[src/rtl/frt_pkg.sv]
package frt_pkg;
  // register byte offsets
  localparam int OFS_COUNT = 0;
  localparam int OFS_CTRL  = 2;
  // rate-select field width; prescaler depth follows from it
  localparam int RATE_W    = 3;
  // control byte bit positions
  localparam int B_FLAG  = 7;
  localparam int B_IEN   = 6;
  localparam int B_HALT  = 5;
  localparam int B_MODE  = 4;
  localparam int B_RST   = 3;

  typedef struct packed {
    logic              flag;
    logic              ien;
    logic              halt;
    logic              mode;
    logic              restart;
    logic [RATE_W-1:0] rate;
  } ctrl_byte_t;
endpackage

[src/rtl/frt_prescale.sv]
module frt_prescale #(
  parameter int SEL_W = 3
) (
  input  logic             clk,
  input  logic             rst,
  input  logic [SEL_W-1:0] sel,
  output logic             tick
);
  localparam int DIV_W = (2 ** SEL_W) - 1;
  localparam logic [DIV_W-1:0] ONES = '1;

  logic [DIV_W-1:0] div_q;
  logic [DIV_W-1:0] mask;
  logic [SEL_W:0]   shamt;

  always_ff @(posedge clk) begin
    if (rst) div_q <= '0;
    else     div_q <= div_q + 1'b1;
  end

  always_comb begin
    shamt = (SEL_W + 1)'(DIV_W) - {1'b0, sel};
    mask  = ONES >> shamt;
    tick  = ((div_q & mask) == mask);
  end

  AST_TICK_DIV1: assert property (@(posedge clk) disable iff (rst)
    (sel == '0) |-> tick);
  AST_TICK_SPACING: assert property (@(posedge clk) disable iff (rst)
    (tick && sel != '0) |=> (!tick || sel != $past(sel)));
endmodule

[src/rtl/frt_count.sv]
module frt_count #(
  parameter int W = 16
) (
  input  logic         clk,
  input  logic         rst,
  input  logic         clr,
  input  logic         load,
  input  logic [W-1:0] load_val,
  input  logic         inc,
  output logic [W-1:0] count,
  output logic         ovf
);
  always_comb ovf = inc && !clr && !load && (count == '1);

  always_ff @(posedge clk) begin
    if (rst)       count <= '0;
    else if (clr)  count <= '0;
    else if (load) count <= load_val;
    else if (inc)  count <= count + 1'b1;
  end

  AST_HOLD_WHEN_IDLE: assert property (@(posedge clk) disable iff (rst)
    (!inc && !clr && !load) |=> $stable(count));
  AST_CLR_ZERO: assert property (@(posedge clk) disable iff (rst)
    clr |=> (count == '0));
  AST_WRAP: assert property (@(posedge clk) disable iff (rst)
    ovf |=> (count == '0));
endmodule

[src/rtl/frt_ctrl.sv]
module frt_ctrl
  import frt_pkg::*;
(
  input  logic              clk,
  input  logic              rst,
  input  logic              wr,
  input  logic [7:0]        wbyte,
  input  logic              cmp_a,
  input  logic              cmp_b,
  input  logic              ovf,
  output logic              flag,
  output logic              ien,
  output logic              halt,
  output logic              mode,
  output logic [RATE_W-1:0] rate,
  output logic              restart,
  output logic              cmp_clr,
  output logic              irq
);
  logic flag_d, ien_d;

  always_comb begin
    cmp_clr = mode && (cmp_a || cmp_b);
    restart = wr && wbyte[B_RST];
    if (ovf || cmp_clr)            flag_d = 1'b1;
    else if (wr && !wbyte[B_FLAG]) flag_d = 1'b0;
    else                           flag_d = flag;
    ien_d = wr ? wbyte[B_IEN] : ien;
  end

  always_ff @(posedge clk) begin
    if (rst) begin
      flag <= 1'b0;
      ien  <= 1'b0;
      halt <= 1'b0;
      mode <= 1'b0;
      rate <= '0;
      irq  <= 1'b0;
    end else begin
      flag <= flag_d;
      ien  <= ien_d;
      irq  <= flag_d && ien_d;
      if (wr) begin
        halt <= wbyte[B_HALT];
        mode <= wbyte[B_MODE];
        rate <= wbyte[RATE_W-1:0];
      end
    end
  end

  AST_FLAG_STICKY: assert property (@(posedge clk) disable iff (rst)
    (flag && !(wr && !wbyte[B_FLAG])) |=> flag);
  AST_OVF_SETS_FLAG: assert property (@(posedge clk) disable iff (rst)
    ovf |=> flag);
  AST_IRQ_GATED: assert property (@(posedge clk) disable iff (rst)
    irq |-> (flag && ien));
  AST_MATCH_SETS_FLAG: assert property (@(posedge clk) disable iff (rst)
    cmp_clr |=> flag);
endmodule

[src/rtl/freerun_timer.sv]
module freerun_timer
  import frt_pkg::*;
#(
  parameter int CNT_W  = 16,
  parameter int ADDR_W = 4,
  parameter int DATA_W = 16
) (
  input  logic              clk,
  input  logic              rst,
  input  logic              bus_we,
  input  logic [ADDR_W-1:0] bus_addr,
  input  logic [DATA_W-1:0] bus_wdata,
  input  logic              bus_rmw,
  output logic [DATA_W-1:0] bus_rdata,
  input  logic              cmp0_match,
  input  logic              cmp4_match,
  output logic              irq
);
  logic              sel_count, sel_ctrl;
  logic              wr_ctrl, wr_count;
  logic              flag, ien, halt, mode, restart, cmp_clr;
  logic [RATE_W-1:0] rate;
  logic              tick, step, clr_any, ovf;
  logic [CNT_W-1:0]  count;
  ctrl_byte_t        ctrl_view;

  always_comb begin
    sel_count = (bus_addr == ADDR_W'(OFS_COUNT));
    sel_ctrl  = (bus_addr == ADDR_W'(OFS_CTRL));
    wr_count  = bus_we && sel_count;
    wr_ctrl   = bus_we && sel_ctrl;
    step      = tick && !halt;
    clr_any   = restart || cmp_clr;
  end

  frt_prescale #(.SEL_W(RATE_W)) u_prescale (
    .clk  (clk),
    .rst  (rst),
    .sel  (rate),
    .tick (tick)
  );

  frt_ctrl u_ctrl (
    .clk     (clk),
    .rst     (rst),
    .wr      (wr_ctrl),
    .wbyte   (bus_wdata[7:0]),
    .cmp_a   (cmp0_match),
    .cmp_b   (cmp4_match),
    .ovf     (ovf),
    .flag    (flag),
    .ien     (ien),
    .halt    (halt),
    .mode    (mode),
    .rate    (rate),
    .restart (restart),
    .cmp_clr (cmp_clr),
    .irq     (irq)
  );

  frt_count #(.W(CNT_W)) u_count (
    .clk      (clk),
    .rst      (rst),
    .clr      (clr_any),
    .load     (wr_count),
    .load_val (bus_wdata[CNT_W-1:0]),
    .inc      (step),
    .count    (count),
    .ovf      (ovf)
  );

  always_comb begin
    ctrl_view.flag    = flag || bus_rmw;
    ctrl_view.ien     = ien;
    ctrl_view.halt    = halt;
    ctrl_view.mode    = mode;
    ctrl_view.restart = 1'b0;
    ctrl_view.rate    = rate;
  end

  always_ff @(posedge clk) begin
    if (rst)            bus_rdata <= '0;
    else if (sel_ctrl)  bus_rdata <= DATA_W'(ctrl_view);
    else if (sel_count) bus_rdata <= DATA_W'(count);
    else                bus_rdata <= '0;
  end

  AST_LOAD_VALUE: assert property (@(posedge clk) disable iff (rst)
    (wr_count && !clr_any) |=> (count == $past(bus_wdata[CNT_W-1:0])));
  AST_RMW_FLAG_READ: assert property (@(posedge clk) disable iff (rst)
    (bus_rmw && sel_ctrl) |=> bus_rdata[B_FLAG]);
  AST_MODE_OFF_NO_CLEAR: assert property (@(posedge clk) disable iff (rst)
    (!mode && !restart && !wr_count && !step) |=> $stable(count));
endmodule

[config.mk]
export PLATFORM = sky130hd
export DESIGN_NAME = freerun_timer
export DESIGN_NICKNAME = d
export VERILOG_FILES = /design/src/rtl/frt_pkg.sv /design/src/rtl/frt_prescale.sv /design/src/rtl/frt_count.sv /design/src/rtl/frt_ctrl.sv /design/src/rtl/freerun_timer.sv
export SDC_FILE = /design/constraint.sdc
export NUM_CORES = 1
export LEC_CHECK = 0
export BUFFER_PORTS_ARGS = -buffer_cell sky130_fd_sc_hd__buf_4
export CORE_ASPECT_RATIO = 0.6
export CORE_MARGIN = 2
export CORE_UTILIZATION = 56
export CTS_BUF_LIST = sky130_fd_sc_hd__clkbuf_2 sky130_fd_sc_hd__clkbuf_4 sky130_fd_sc_hd__clkbuf_8
export DETAILED_ROUTE_END_ITERATION = 10
export PLACE_DENSITY = 0.79
export SYNTH_ARGS = -nofsm -noshare
export SYNTH_HDL_FRONTEND = slang
export SYNTH_HIERARCHICAL = 1
export SYNTH_SLANG_ARGS = --single-unit
export TNS_END_PERCENT = 10
[constraint.sdc]
create_clock -name clk -period 2.7 [get_ports clk]
set_input_delay 0.27 -clock clk [delete_from_list [all_inputs] [get_ports clk]]
set_output_delay 0.27 -clock clk [all_outputs]
set_load 0.01 [all_outputs]
After elaboration in Yosys (flattened, before gate mapping)
Cells that the tools add are included.
Operators by class
  mux-type cells: 7
  shift-type cells: 1
  $add $sub $neg: 3
  multipliers: 0
  eq/ne operators: 3
  div/mod/pow operators: 0
  bitwise logic cells: 2
  order comparisons: 0
  reduce and logical (&&, ||, !) cells: 22
Operators by type and width (number)
  16-bit 2-to-1 mux: 2
  16-bit by 1-bit adder with 16-bit output, second input constant: 1
  16-bit == test, second input constant: 1
  8-bit 2-to-1 mux: 2
  1-bit logical AND: 10
  7-bit by 1-bit adder with 7-bit output, second input constant: 1
  7-bit bitwise AND: 1
  7-bit == test: 1
  7-bit by 4-bit >> shifter with 7-bit output, first input constant: 1
  4-bit by 2-bit == test with 1-bit output, second input constant: 1
  1-bit logical NOT: 4
  4-bit logical NOT: 1
  1-bit logical OR: 4
  3-bit by 3-bit subtractor with 4-bit output, first input constant: 1
  1-bit 2-to-1 mux: 3
  3-bit OR reduction: 1
  2-bit nonzero test: 1
  2-bit OR reduction: 1
  1-bit inverter: 1
Storage, ports and cells
  input bits: 26
  bits in writable memories: 0
  logic and storage cells: 48
  output and inout port bits: 17
  bits in latches: 0
  register bits after elaboration: 47
  memories kept: 0
  bits in read-only memories: 0

Depth between registers and ports, before layout
Gate-level depths: netlist of run 1.
  word-level depth: 11
  depth in mapped cells: 11
  mapped depth without buffers: 10

Modules after synthesis
The synthesis of run 1 kept the hierarchy.
Modules (own cells, without submodules)
  frt_count: area an instance 882.1 µm², times used 1, sequential area each 320.3 µm², cells each 105
  freerun_timer: area an instance 581.8 µm², times used 1, sequential area each 320.3 µm², cells each 50
  frt_ctrl: area an instance 307.8 µm², times used 1, sequential area each 160.2 µm², cells each 28
  frt_prescale: area an instance 302.8 µm², times used 1, sequential area each 140.1 µm², cells each 35

Least setup slack after synthesis of run 1
OpenSTA, ideal clock, no wires.
  kind: reg-to-reg
  start point: reg u_ctrl.rate[0]
  end point: reg u_count.count[15]
  buffers on the path: 1
  data arrival time: 2.054 ns
  data required time: 2.578 ns
  library setup time: 0.122 ns
  setup slack: 0.525 ns
  cell stages (with the launch flop): 11
  clock period less this slack: 2.175 ns
  cells stage by stage: dfxtp_1 nor2b_1 o21ai_1 nand3_1 a222oi_1 nor2b_1 buf_2 nand4_1 nor3_2 a21boi_0 o311a_1
Between the ends
  cells in the longest elaborated chain, start to end: 6
Ends and longest elaborated chain
  from (decl): line frt_ctrl.sv:15  | output logic [RATE_W-1:0] rate,
  from (signal assigned): line frt_ctrl.sv:46  | rate <= wbyte[RATE_W-1:0];
  3-bit by 3-bit subtractor with 4-bit output *: line frt_prescale.sv:22  | shamt = (SEL_W + 1)'(DIV_W) - {1'b0, sel};
  7-bit by 4-bit >> shifter with 7-bit output *: line frt_prescale.sv:23  | mask = ONES >> shamt;
  7-bit bitwise AND: line frt_prescale.sv:24  | tick = ((div_q & mask) == mask);
  7-bit == test *: line frt_prescale.sv:24
  named net tick: line freerun_timer.sv:23  | logic tick, step, clr_any, ovf;
  1-bit logical AND *: line freerun_timer.sv:32  | step = tick && !halt;
  named net step: line freerun_timer.sv:23
  2-bit nonzero test (no source line) *
  to (signal assigned): line frt_count.sv:18  | else if (load) count <= load_val;
  to (signal assigned): line frt_count.sv:19  | else if (inc) count <= count + 1'b1;
  to (decl): line frt_count.sv:10  | output logic [W-1:0] count,
Mark *: on every way through the listed nets, which the timed path passes. The rest lies on a longest branch.
A chain may end at the register's enable or synchronous reset.

Final worst setup path of run 1
Ends and elaborated chain as after synthesis.

==> out/qor.yml, run 1 <==
cells_and_area:
  n_antenna_cell: 0
  fin_area_mm2: 0.00253
  final_util_pct: 70.1
  mostFrequentLayoutCells: "dfxtp_1 (47), buf_4 (46), nor2_1 (35)"
  layoutNonFillerInstCount: 308
  syn_to_final_growth_pct: 22.2
  drive_above_1_share_pct: 27.6
  final_common_cell: "dfxtp_1"
  fin_nets: 288
flow_run:
  maxCapViolations: 0
worst_setup_path:
  path_class: "reg2reg"
  crit_required_ns: 2.90
  crit_path_end_kind: "flip-flop"
  worstPathArrival_ns: 2.59
  startpoint_type: "flip-flop"
  cp_max_fo: 6
detailed_routing:
  routedWlPerCell_um: 15.3
  routed_wirelength_mm: 4.70
  drc: 0
  drtIter0Drc: 203
  vias: 1667
  ant_nets: 0
  post_drt_via_cell_ratio: 5.41
  drt_first_pass_iters: 5
grt:
  grt_max_degree: 25
  antenna_found_initial: 0
  grtUsageTotal_pct: 24.8
  overflow: 0
  grt_pass1_wl_mm: 7.60
  first_global_vias: 1469
power:
  powerDensity_mw_per_mm2: 545
  cellLeakagePower_nw: 0.987
  irDropWorstVdd_mv: 0.352
  cellInternalPower_mw: 1.05
  total_power_mw: 1.38
  p_sw_mw: 0.333
  switching_share_pct: 24.1
  clockPowerShare_pct: 39.0
  combPwrFrac_pct: 8.3
  power_frac_seq_pct: 52.7
worst_hold_path:
  hold_path.class: "in2reg"
die:
  dieArea_mm2: 0.00422
  die-width_um: 82.6
  core_area_mm2: 0.00362
  rows: 17
  initial_utilization_pct: 57.4
  io_pins: 43
  die_h_um: 51.1
clocking:
  clkLatencyLatePin_ns: 0.31
  cts_buffer_depth: 2
  cts_resized: 0
  cts-root-buf: "clkbuf_8"
  cts_buffers: 5
  hold_buffers: 0
  cts_setup_buffers: 0
  h-tree-depth: 2
  clk_pin_slew_ns: 0.09
  cts_tree: "yes"
  numClockSinks: 47
logic_synthesis:
  ys_types: 44
  async_flop_share_pct: 0
  synth_edf_count: 0
  yosysTopAreaCellShare_pct: 45.4
  ys_seq_area_share_pct: 45.4
  synth_nets: 246
  synth.largest_area_cell: "dfxtp_1"
  ys_seq_elements: 47
  syn_area_mm2: 0.00207
  synth_cells: 218
  ys.flop_type: "dfxtp_1"
  yosys_warnings: 6
  syn_area_per_cell_um2: 9.52
  synth.area.top_cells: "dfxtp_1 (45%), mux2i_1 (7.2%), nor2_1 (6.3%), xnor2_1 (5.9%), o21ai_0 (2.9%)"
timing:
  skew_ns: 0.0110
  worst_slew_pin_slew_ns: 0.375
  fmax_mhz: 418
  setup_ws_ns: 0.306
  hold_viol_final: 0
  post-route-period-util_pct: 88.7
  setup_viol: 0
  setup-tns-final_ns: 0
  holdWs_ns: 0.203
  maxSlewHeadroom_pct: 74.9
  finalMaxSlewViolations: 0
  period_minus_slack_ns: 2.39
  rsz0062_at_grt: "false"
placed_design:
  dp_slack_ns: 0.419
  portBuffers: 42
  hpwl_mm: 3.32
  place_area_mm2: 0.00242
  dp.cells: 300
  place.gp.congestion: 0.829
status:
  status: "finished, final reports clean"
-- cells by family after synthesis --
group,count (synthesis),share of synthesized area (%)
compound gates,34,10.1
fa+ha+maj,2,1.21
simple gates,86,24.7
xor+xnor,17,7.18
flops,47,45.4
mux,15,7.24
buf+inv,17,4.28
-- registers in the layout, indices dropped and copies added, names as in the netlist --
| register | cells |
|---|---|
| u_ctrl/ien | 1 |
| u_ctrl/rate | 3 |
| u_ctrl/flag | 1 |
| u_ctrl/irq | 1 |
| u_prescale/div_q | 7 |
| u_count/count | 16 |
| u_ctrl/mode | 1 |
| u_ctrl/halt | 1 |
| bus_rdata | 16 |
-- layout make-up --
cell class	instances	area (um2)
fill	282	1080
multi-input combinational	154	1050
sequential	47	941
timing repair buffer	46	345
clock buffer	5	68.8
tap	47	58.8
clock inverter	3	47.5
inverter	6	22.5
-- synth_stat cells, types with 3 or more instances --
master     n
clkbuf_1   5
xor2_1     3
nor3_1     3
o21ai_0   12
nor3b_2    3
nand3_1    6
nand4_1    4
nor2b_1    3
mux2i_1   15
xnor2_1   14
dfxtp_1   47
buf_6      3
nor2_1    35
nor4_1     4
inv_1      4
nor3b_1    6
nand2_1    6
a21oi_1   11
-- power groups by stage --
stage               clock (mW)  sequential (mW)  combinational [mW]
finish                   0.539            0.729               0.115
floorplan                    0            0.739              0.0668
global placement             0            0.744               0.111
detailed placement           0            0.745               0.113
global route             0.574            0.732               0.125
CTS                      0.542            0.729               0.114
-- routing by layer --
metal	vias up	part of all wire [%]	global-route usage (%)
met5	-	0	0
met4	0	1.1	6.56
met3	7	10	7.07
met2	71	37	31.7
met1	747	51	39.6
li1	842	-	-
-- worst paths after layout --
| kind | from | to | slack (ns) | depth (start not counted) |
|---|---|---|---|---|
| worst min register to register | u_prescale/div_q[0]$_SDFF_PP0_ | u_prescale/div_q[0]$_SDFF_PP0_ | 0.52 | 1 |
| worst min-delay path | bus_wdata[1] | u_ctrl/rate[1]$_SDFFE_PP0P_ | 0.20 | 3 |
| worst max-delay path | u_ctrl/rate[0]$_SDFFE_PP0P_ | u_count/count[15]$_SDFFE_PP0P_ | 0.31 | 9 |
| worst max register to register | u_ctrl/rate[0]$_SDFFE_PP0P_ | u_count/count[15]$_SDFFE_PP0P_ | 0.31 | 9 |
-- worst max-delay path: stages (launching register included) --
cell and delay [ns]:
dfxtp_1 0.36, nor2b_1 0.16, o21ai_1 0.13, nand3_1 0.09, a222oi_1 0.32, nor2b_1 0.20
nand4_1 0.29, nor3_2 0.31, a21boi_0 0.13, o311a_1 0.29
Note: power is estimated with default switching activity, not from simulation.
==> inputs of run 2 (changes only) <==
--- a/config.mk
+++ b/config.mk
@@ -6,6 +6,7 @@
 export NUM_CORES = 1
 export LEC_CHECK = 0
 export BUFFER_PORTS_ARGS = -buffer_cell sky130_fd_sc_hd__buf_4
+export CAP_MARGIN = 10
 export CORE_ASPECT_RATIO = 0.6
 export CORE_MARGIN = 2
 export CORE_UTILIZATION = 56
==> constraint.sdc (replaced) <==
create_clock -name clk -period 2.7 [get_ports clk]
set_input_delay 0 -clock clk [delete_from_list [all_inputs] [get_ports clk]]
set_output_delay 0 -clock clk [all_outputs]
set_load 0.01 [all_outputs]
==> out/qor.yml, run 2 (same netlist as run 1, synthesis figures left out) <==
grt:
  grt_pass1_wl_mm: 7.67
  overflow: 0
  antenna_found_initial: 0
  grtUsageTotal_pct: 24.9
  grt_max_degree: 25
  first_global_vias: 1528
cells_and_area:
  top_regs: "bus_rdata (16), u_count/count (16), u_prescale/div_q (7)"
  syn_to_final_growth_pct: 27.0
  fin_nets: 301
  drive_above_1_share_pct: 25.6
  final_util_pct: 72.8
  num-fill-cells: 273
  final_common_cell: "dfxtp_1"
  n_antenna_cell: 0
  mostFrequentLayoutCells: "dfxtp_1 (47), buf_4 (45), nor2_1 (35)"
power:
  cellLeakagePower_nw: 1.03
  power_frac_seq_pct: 57.6
  powerDensity_mw_per_mm2: 480
  combPwrFrac_pct: 10.3
  cellInternalPower_mw: 0.958
  switching_share_pct: 24.3
  p_sw_mw: 0.307
  clockPowerShare_pct: 32.1
  irDropWorstVdd_mv: 0.277
detailed_routing:
  routedWlPerCell_um: 14.5
  post_drt_via_cell_ratio: 5.53
  drtIter0Drc: 116
  wl_met2_mm: 1.77
  ant_nets: 0
  vias: 1770
  route.met3.wl_um: 464
  wl_met1_mm: 2.40
  drc: 0
  drt_first_pass_iters: 4
  topRoutingLayerUsed: "met3"
  routed_wirelength_mm: 4.64
timing:
  hold_viol_final: 0
  rsz0062_at_grt: "false"
  setup_viol: 0
  maxSlewHeadroom_pct: 56.8
  finalMaxSlewViolations: 0
  worst_slew_pin_slew_ns: 0.646
  period_minus_slack_ns: 2.38
  setup-tns-final_ns: 0
  skew_ns: 0.00736
  setup_ws_ns: 0.323
  post-route-period-util_pct: 88.0
  fmax_mhz: 421
placed_design:
  portBuffers: 42
  hpwl_mm: 3.36
  dp_slack_ns: 0.425
  place.gp.congestion: 0.861
clocking:
  h-tree-depth: 2
  clkLatencyLatePin_ns: 0.29
  cts_buffers: 5
  clk_pin_slew_ns: 0.09
  cts_buffer_depth: 2
  cts_resized: 0
  cts-root-buf: "clkbuf_8"
  cts_tree: "yes"
  numClockSinks: 47
worst_setup_path:
  path_class: "reg2reg"
  rr_startpoint: "u_ctrl/rate[0]$_SDFFE_PP0P_"
  startpoint: "u_ctrl/rate[0]$_SDFFE_PP0P_"
  path_buf_inv: 1
  worstPathCellList: "nor2b_1, o21ai_1, nand3_1, a222oi_1, nor2b_1, buf_4, nand3_2, nor4_4, a31o_2, a31oi_1"
  max_stage_delay_ns: 0.37
  cpMostUsedCell: "nor2b_1"
  worstPathArrival_ns: 2.54
  slowest_stage: "nor4_4"
  cp_max_fo: 6
  crit_path_end_kind: "flip-flop"
  crit_required_ns: 2.87
  cp_top_family: "simple AND/OR/NAND/NOR gates"
  startpoint_type: "flip-flop"
die:
  initial_utilization_pct: 57.4
  rows: 17
  die_h_um: 51.1
  die-width_um: 82.6
  io_pins: 43
  core_area_mm2: 0.00362
  dieArea_mm2: 0.00422
status:
  status: "finished, final reports clean"
worst_hold_path:
  worstHoldStart: "rst"
  hold_path.class: "in2reg"
flow_run:
  maxCapViolations: 0
-- run 2: changes by cell type in the layout (fill, tap and decap cells not counted) --
cell           before  now
bufinv_16           1    0
dlygate4sd3_1       0   14
buf_4              46   45
inv_6               1    0
clkinv_2            0    1
-- run 2: worst paths after layout --
check                                   endpoint  slack [ns]  depth (start not counted)
setup / recovery  u_count/count[14]$_SDFFE_PP0P_        0.32                         10
hold / removal    u_prescale/div_q[5]$_SDFF_PP0_        0.02                          2
setup reg to reg  u_count/count[14]$_SDFFE_PP0P_        0.32                         10
hold reg to reg   u_prescale/div_q[0]$_SDFF_PP0_        0.51                          1
-- run 2: worst register-to-register path: cells and delay by family (launching register included) --
| kind | cells | cell delay, ns |
|---|---|---|
| and+or+nand+nor | 5 | 0.99 |
| DFF | 1 | 0.35 |
| buffers and inverters | 1 | 0.18 |
| AOI/OAI and AO/OA | 4 | 0.72 |
-- run 2: repair_timing --
action                                 CTS  global route
endpoints found under the hold margin   18             1
hold buffers                            13             1
buffers inserted                         0             0
-- run 2: layout make-up --
type	count	area, um2	share of cell area [%]
timing repair buffer	59	478	18.1
multi-input combinational	154	1050	39.9
tap	47	58.8	2.23
sequential	47	941	35.7
inverter	6	22.5	0.855
clock inverter	2	13.8	0.523
clock buffer	5	68.8	2.61
-- run 2: routing by layer --
metal | track usage, % | vias to the layer above
met4 | 7.38 | 0
li1 | - | 866
met2 | 30.6 | 87
met1 | 41.0 | 817
met3 | 6.18 | 0
met5 | 0 | -
-- run 2: metrics by stage --
stage	hold WS [ns]	area (um2)	total power [mW]	std cells
2_1_floorplan	0.0667	2070	0.806	218
3_3_place_gp	0.239	2410	0.854	299
3_5_place_dp	0.246	2410	0.856	299
4_1_cts	0.00555	2620	1.27	319
5_1_grt	0.0138	2630	1.33	320
6_report	0.0191	2630	1.27	320
-- run 2: power by group through the flow --
stage | Combinational (mW) | Clock (mW) | Sequential, mW
2_1_floorplan | 0.0668 | 0 | 0.739
3_3_place_gp | 0.110 | 0 | 0.744
3_5_place_dp | 0.111 | 0 | 0.745
4_1_cts | 0.127 | 0.414 | 0.728
5_1_grt | 0.144 | 0.454 | 0.732
6_report | 0.130 | 0.406 | 0.729
==> inputs of run 3 (changes only) <==
--- a/config.mk
+++ b/config.mk
@@ -13,6 +13,7 @@
 export CTS_BUF_LIST = sky130_fd_sc_hd__clkbuf_2 sky130_fd_sc_hd__clkbuf_4 sky130_fd_sc_hd__clkbuf_8
 export DETAILED_ROUTE_END_ITERATION = 10
 export PLACE_DENSITY = 0.79
+export RECOVER_POWER = 50
 export SYNTH_ARGS = -nofsm -noshare
 export SYNTH_HDL_FRONTEND = slang
 export SYNTH_HIERARCHICAL = 1
==> out/qor.yml, run 3 (same netlist as run 1, synthesis figures left out) <==
power:
  powerDensity_mw_per_mm2: 495
  total_power_mw: 1.26
  cellLeakagePower_nw: 0.947
  irDropWorstVdd_mv: 0.276
clocking:
  cts-root-buf: "clkbuf_8"
  cts_buffers: 5
  cts_buffer_depth: 2
  numClockSinks: 47
  clkLatencyLatePin_ns: 0.29
  cts_resized: 0
  cts_setup_buffers: 0
  clk_pin_slew_ns: 0.09
  h-tree-depth: 2
  hold_buffers: 13
  cts_tree: "yes"
cells_and_area:
  top_regs: "bus_rdata (16), u_count/count (16), u_prescale/div_q (7)"
  final-seq-area_um2: 941
  fin_nets: 301
  final_common_cell: "dfxtp_1"
  num-fill-cells: 288
  multi_input_area_mm2: 0.00103
  mostFrequentLayoutCells: "dfxtp_1 (47), nor2_1 (35), buf_4 (27)"
  n_antenna_cell: 0
  syn_to_final_growth_pct: 22.8
  drive_above_1_share_pct: 17.6
grt:
  grt_max_degree: 25
  overflow: 0
  grt_pass1_wl_mm: 7.67
  first_global_vias: 1528
  antenna_found_initial: 0
  grtUsageTotal_pct: 24.9
die:
  dieArea_mm2: 0.00422
  die_h_um: 51.1
  initial_utilization_pct: 57.4
  rows: 17
  die-width_um: 82.6
  io_pins: 43
  core_area_mm2: 0.00362
worst_setup_path:
  cp_max_fo: 6
  worstPathArrival_ns: 2.54
  startpoint_type: "flip-flop"
  crit_path_end_kind: "flip-flop"
  path_class: "reg2reg"
  crit_required_ns: 2.87
timing:
  worst_slew_pin_slew_ns: 0.648
  setup-tns-final_ns: 0
  period_minus_slack_ns: 2.38
  post-route-period-util_pct: 88.0
  skew_ns: 0.00704
  finalMaxSlewViolations: 0
  hold_viol_final: 0
  holdWs_ns: 0.0127
  fmax_mhz: 421
  rsz0062_at_grt: "false"
  maxSlewHeadroom_pct: 56.6
  setup_viol: 0
placed_design:
  hpwl_mm: 3.36
  portBuffers: 42
  place.gp.congestion: 0.861
detailed_routing:
  drtIter0Drc: 132
  post_drt_via_cell_ratio: 5.42
  drt_first_pass_iters: 4
  routed_wirelength_mm: 4.66
  drc: 0
  vias: 1735
  routedWlPerCell_um: 14.6
  ant_nets: 0
worst_hold_path:
  hold_path.class: "in2reg"
flow_run:
  maxCapViolations: 0
status:
  status: "finished, final reports clean"
## run 3: cell types whose count changed in the layout (fill, tap and decap cells not counted), sizes merged
cell / previous run / this run
clkbuf: 5 / 23
buf: 45 / 27
## run 3: report_power, final
group	internal (mW)	switching, mW	total (mW)
Combinational	0.0701	0.0568	0.127
Clock	0.177	0.227	0.404
Sequential	0.709	0.0203	0.729
## run 3: layout make-up
| type | instances | area share (%) |
|---|---|---|
| multi-input combinational | 154 | 40.5 |
| sequential | 47 | 36.9 |
| timing repair buffer | 59 | 16.1 |
| clock buffer | 5 | 2.70 |
| tap | 47 | 2.31 |
| inverter | 6 | 0.884 |
| clock inverter | 2 | 0.540 |
## run 3: path summary, 6_finish.rpt
path	cells past startpoint	endpoint	slack [ns]	startpoint
max	10	u_count/count[14]$_SDFFE_PP0P_	0.32	u_ctrl/rate[0]$_SDFFE_PP0P_
min	2	u_prescale/div_q[5]$_SDFF_PP0_	0.01	rst
max reg2reg	10	u_count/count[14]$_SDFFE_PP0P_	0.32	u_ctrl/rate[0]$_SDFFE_PP0P_
min reg2reg	1	u_prescale/div_q[0]$_SDFF_PP0_	0.51	u_prescale/div_q[0]$_SDFF_PP0_
## run 3: metrics by stage
step | worst slack, ns | cell area (um2) | std cells | util [%]
final | 0.324 | 2550 | 320 | 70.4
after global routing | 0.0859 | 2550 | 320 | 70.4
after CTS | 0.339 | 2620 | 319 | 72.6
after detailed placement | 0.425 | 2410 | 299 | 66.7
after global placement | 0.482 | 2410 | 299 | 66.7
after floorplan | 0.525 | 2070 | 218 | -
## run 3: per-layer routing
layer  share of wire, %  global-route usage, %  routed length, um  vias up
met3                 10                   6.18                485        0
met2                 38                   30.6               1760       95
met1                 52                   41.0               2420      773
li1                   -                      -                  -      867
met5                  0                      0                  0        -
met4                  0                   7.38                  0        0
## run 3: worst max-delay path: stages, from the launching register on
cell and delay [ns]:
dfxtp_1 0.35, nor2b_1 0.14, o21ai_1 0.12, nand3_1 0.08
a222oi_1 0.34, nor2b_1 0.24, buf_4 0.18, nand3_2 0.15
nor4_4 0.37, a31o_2 0.19, a31oi_1 0.07
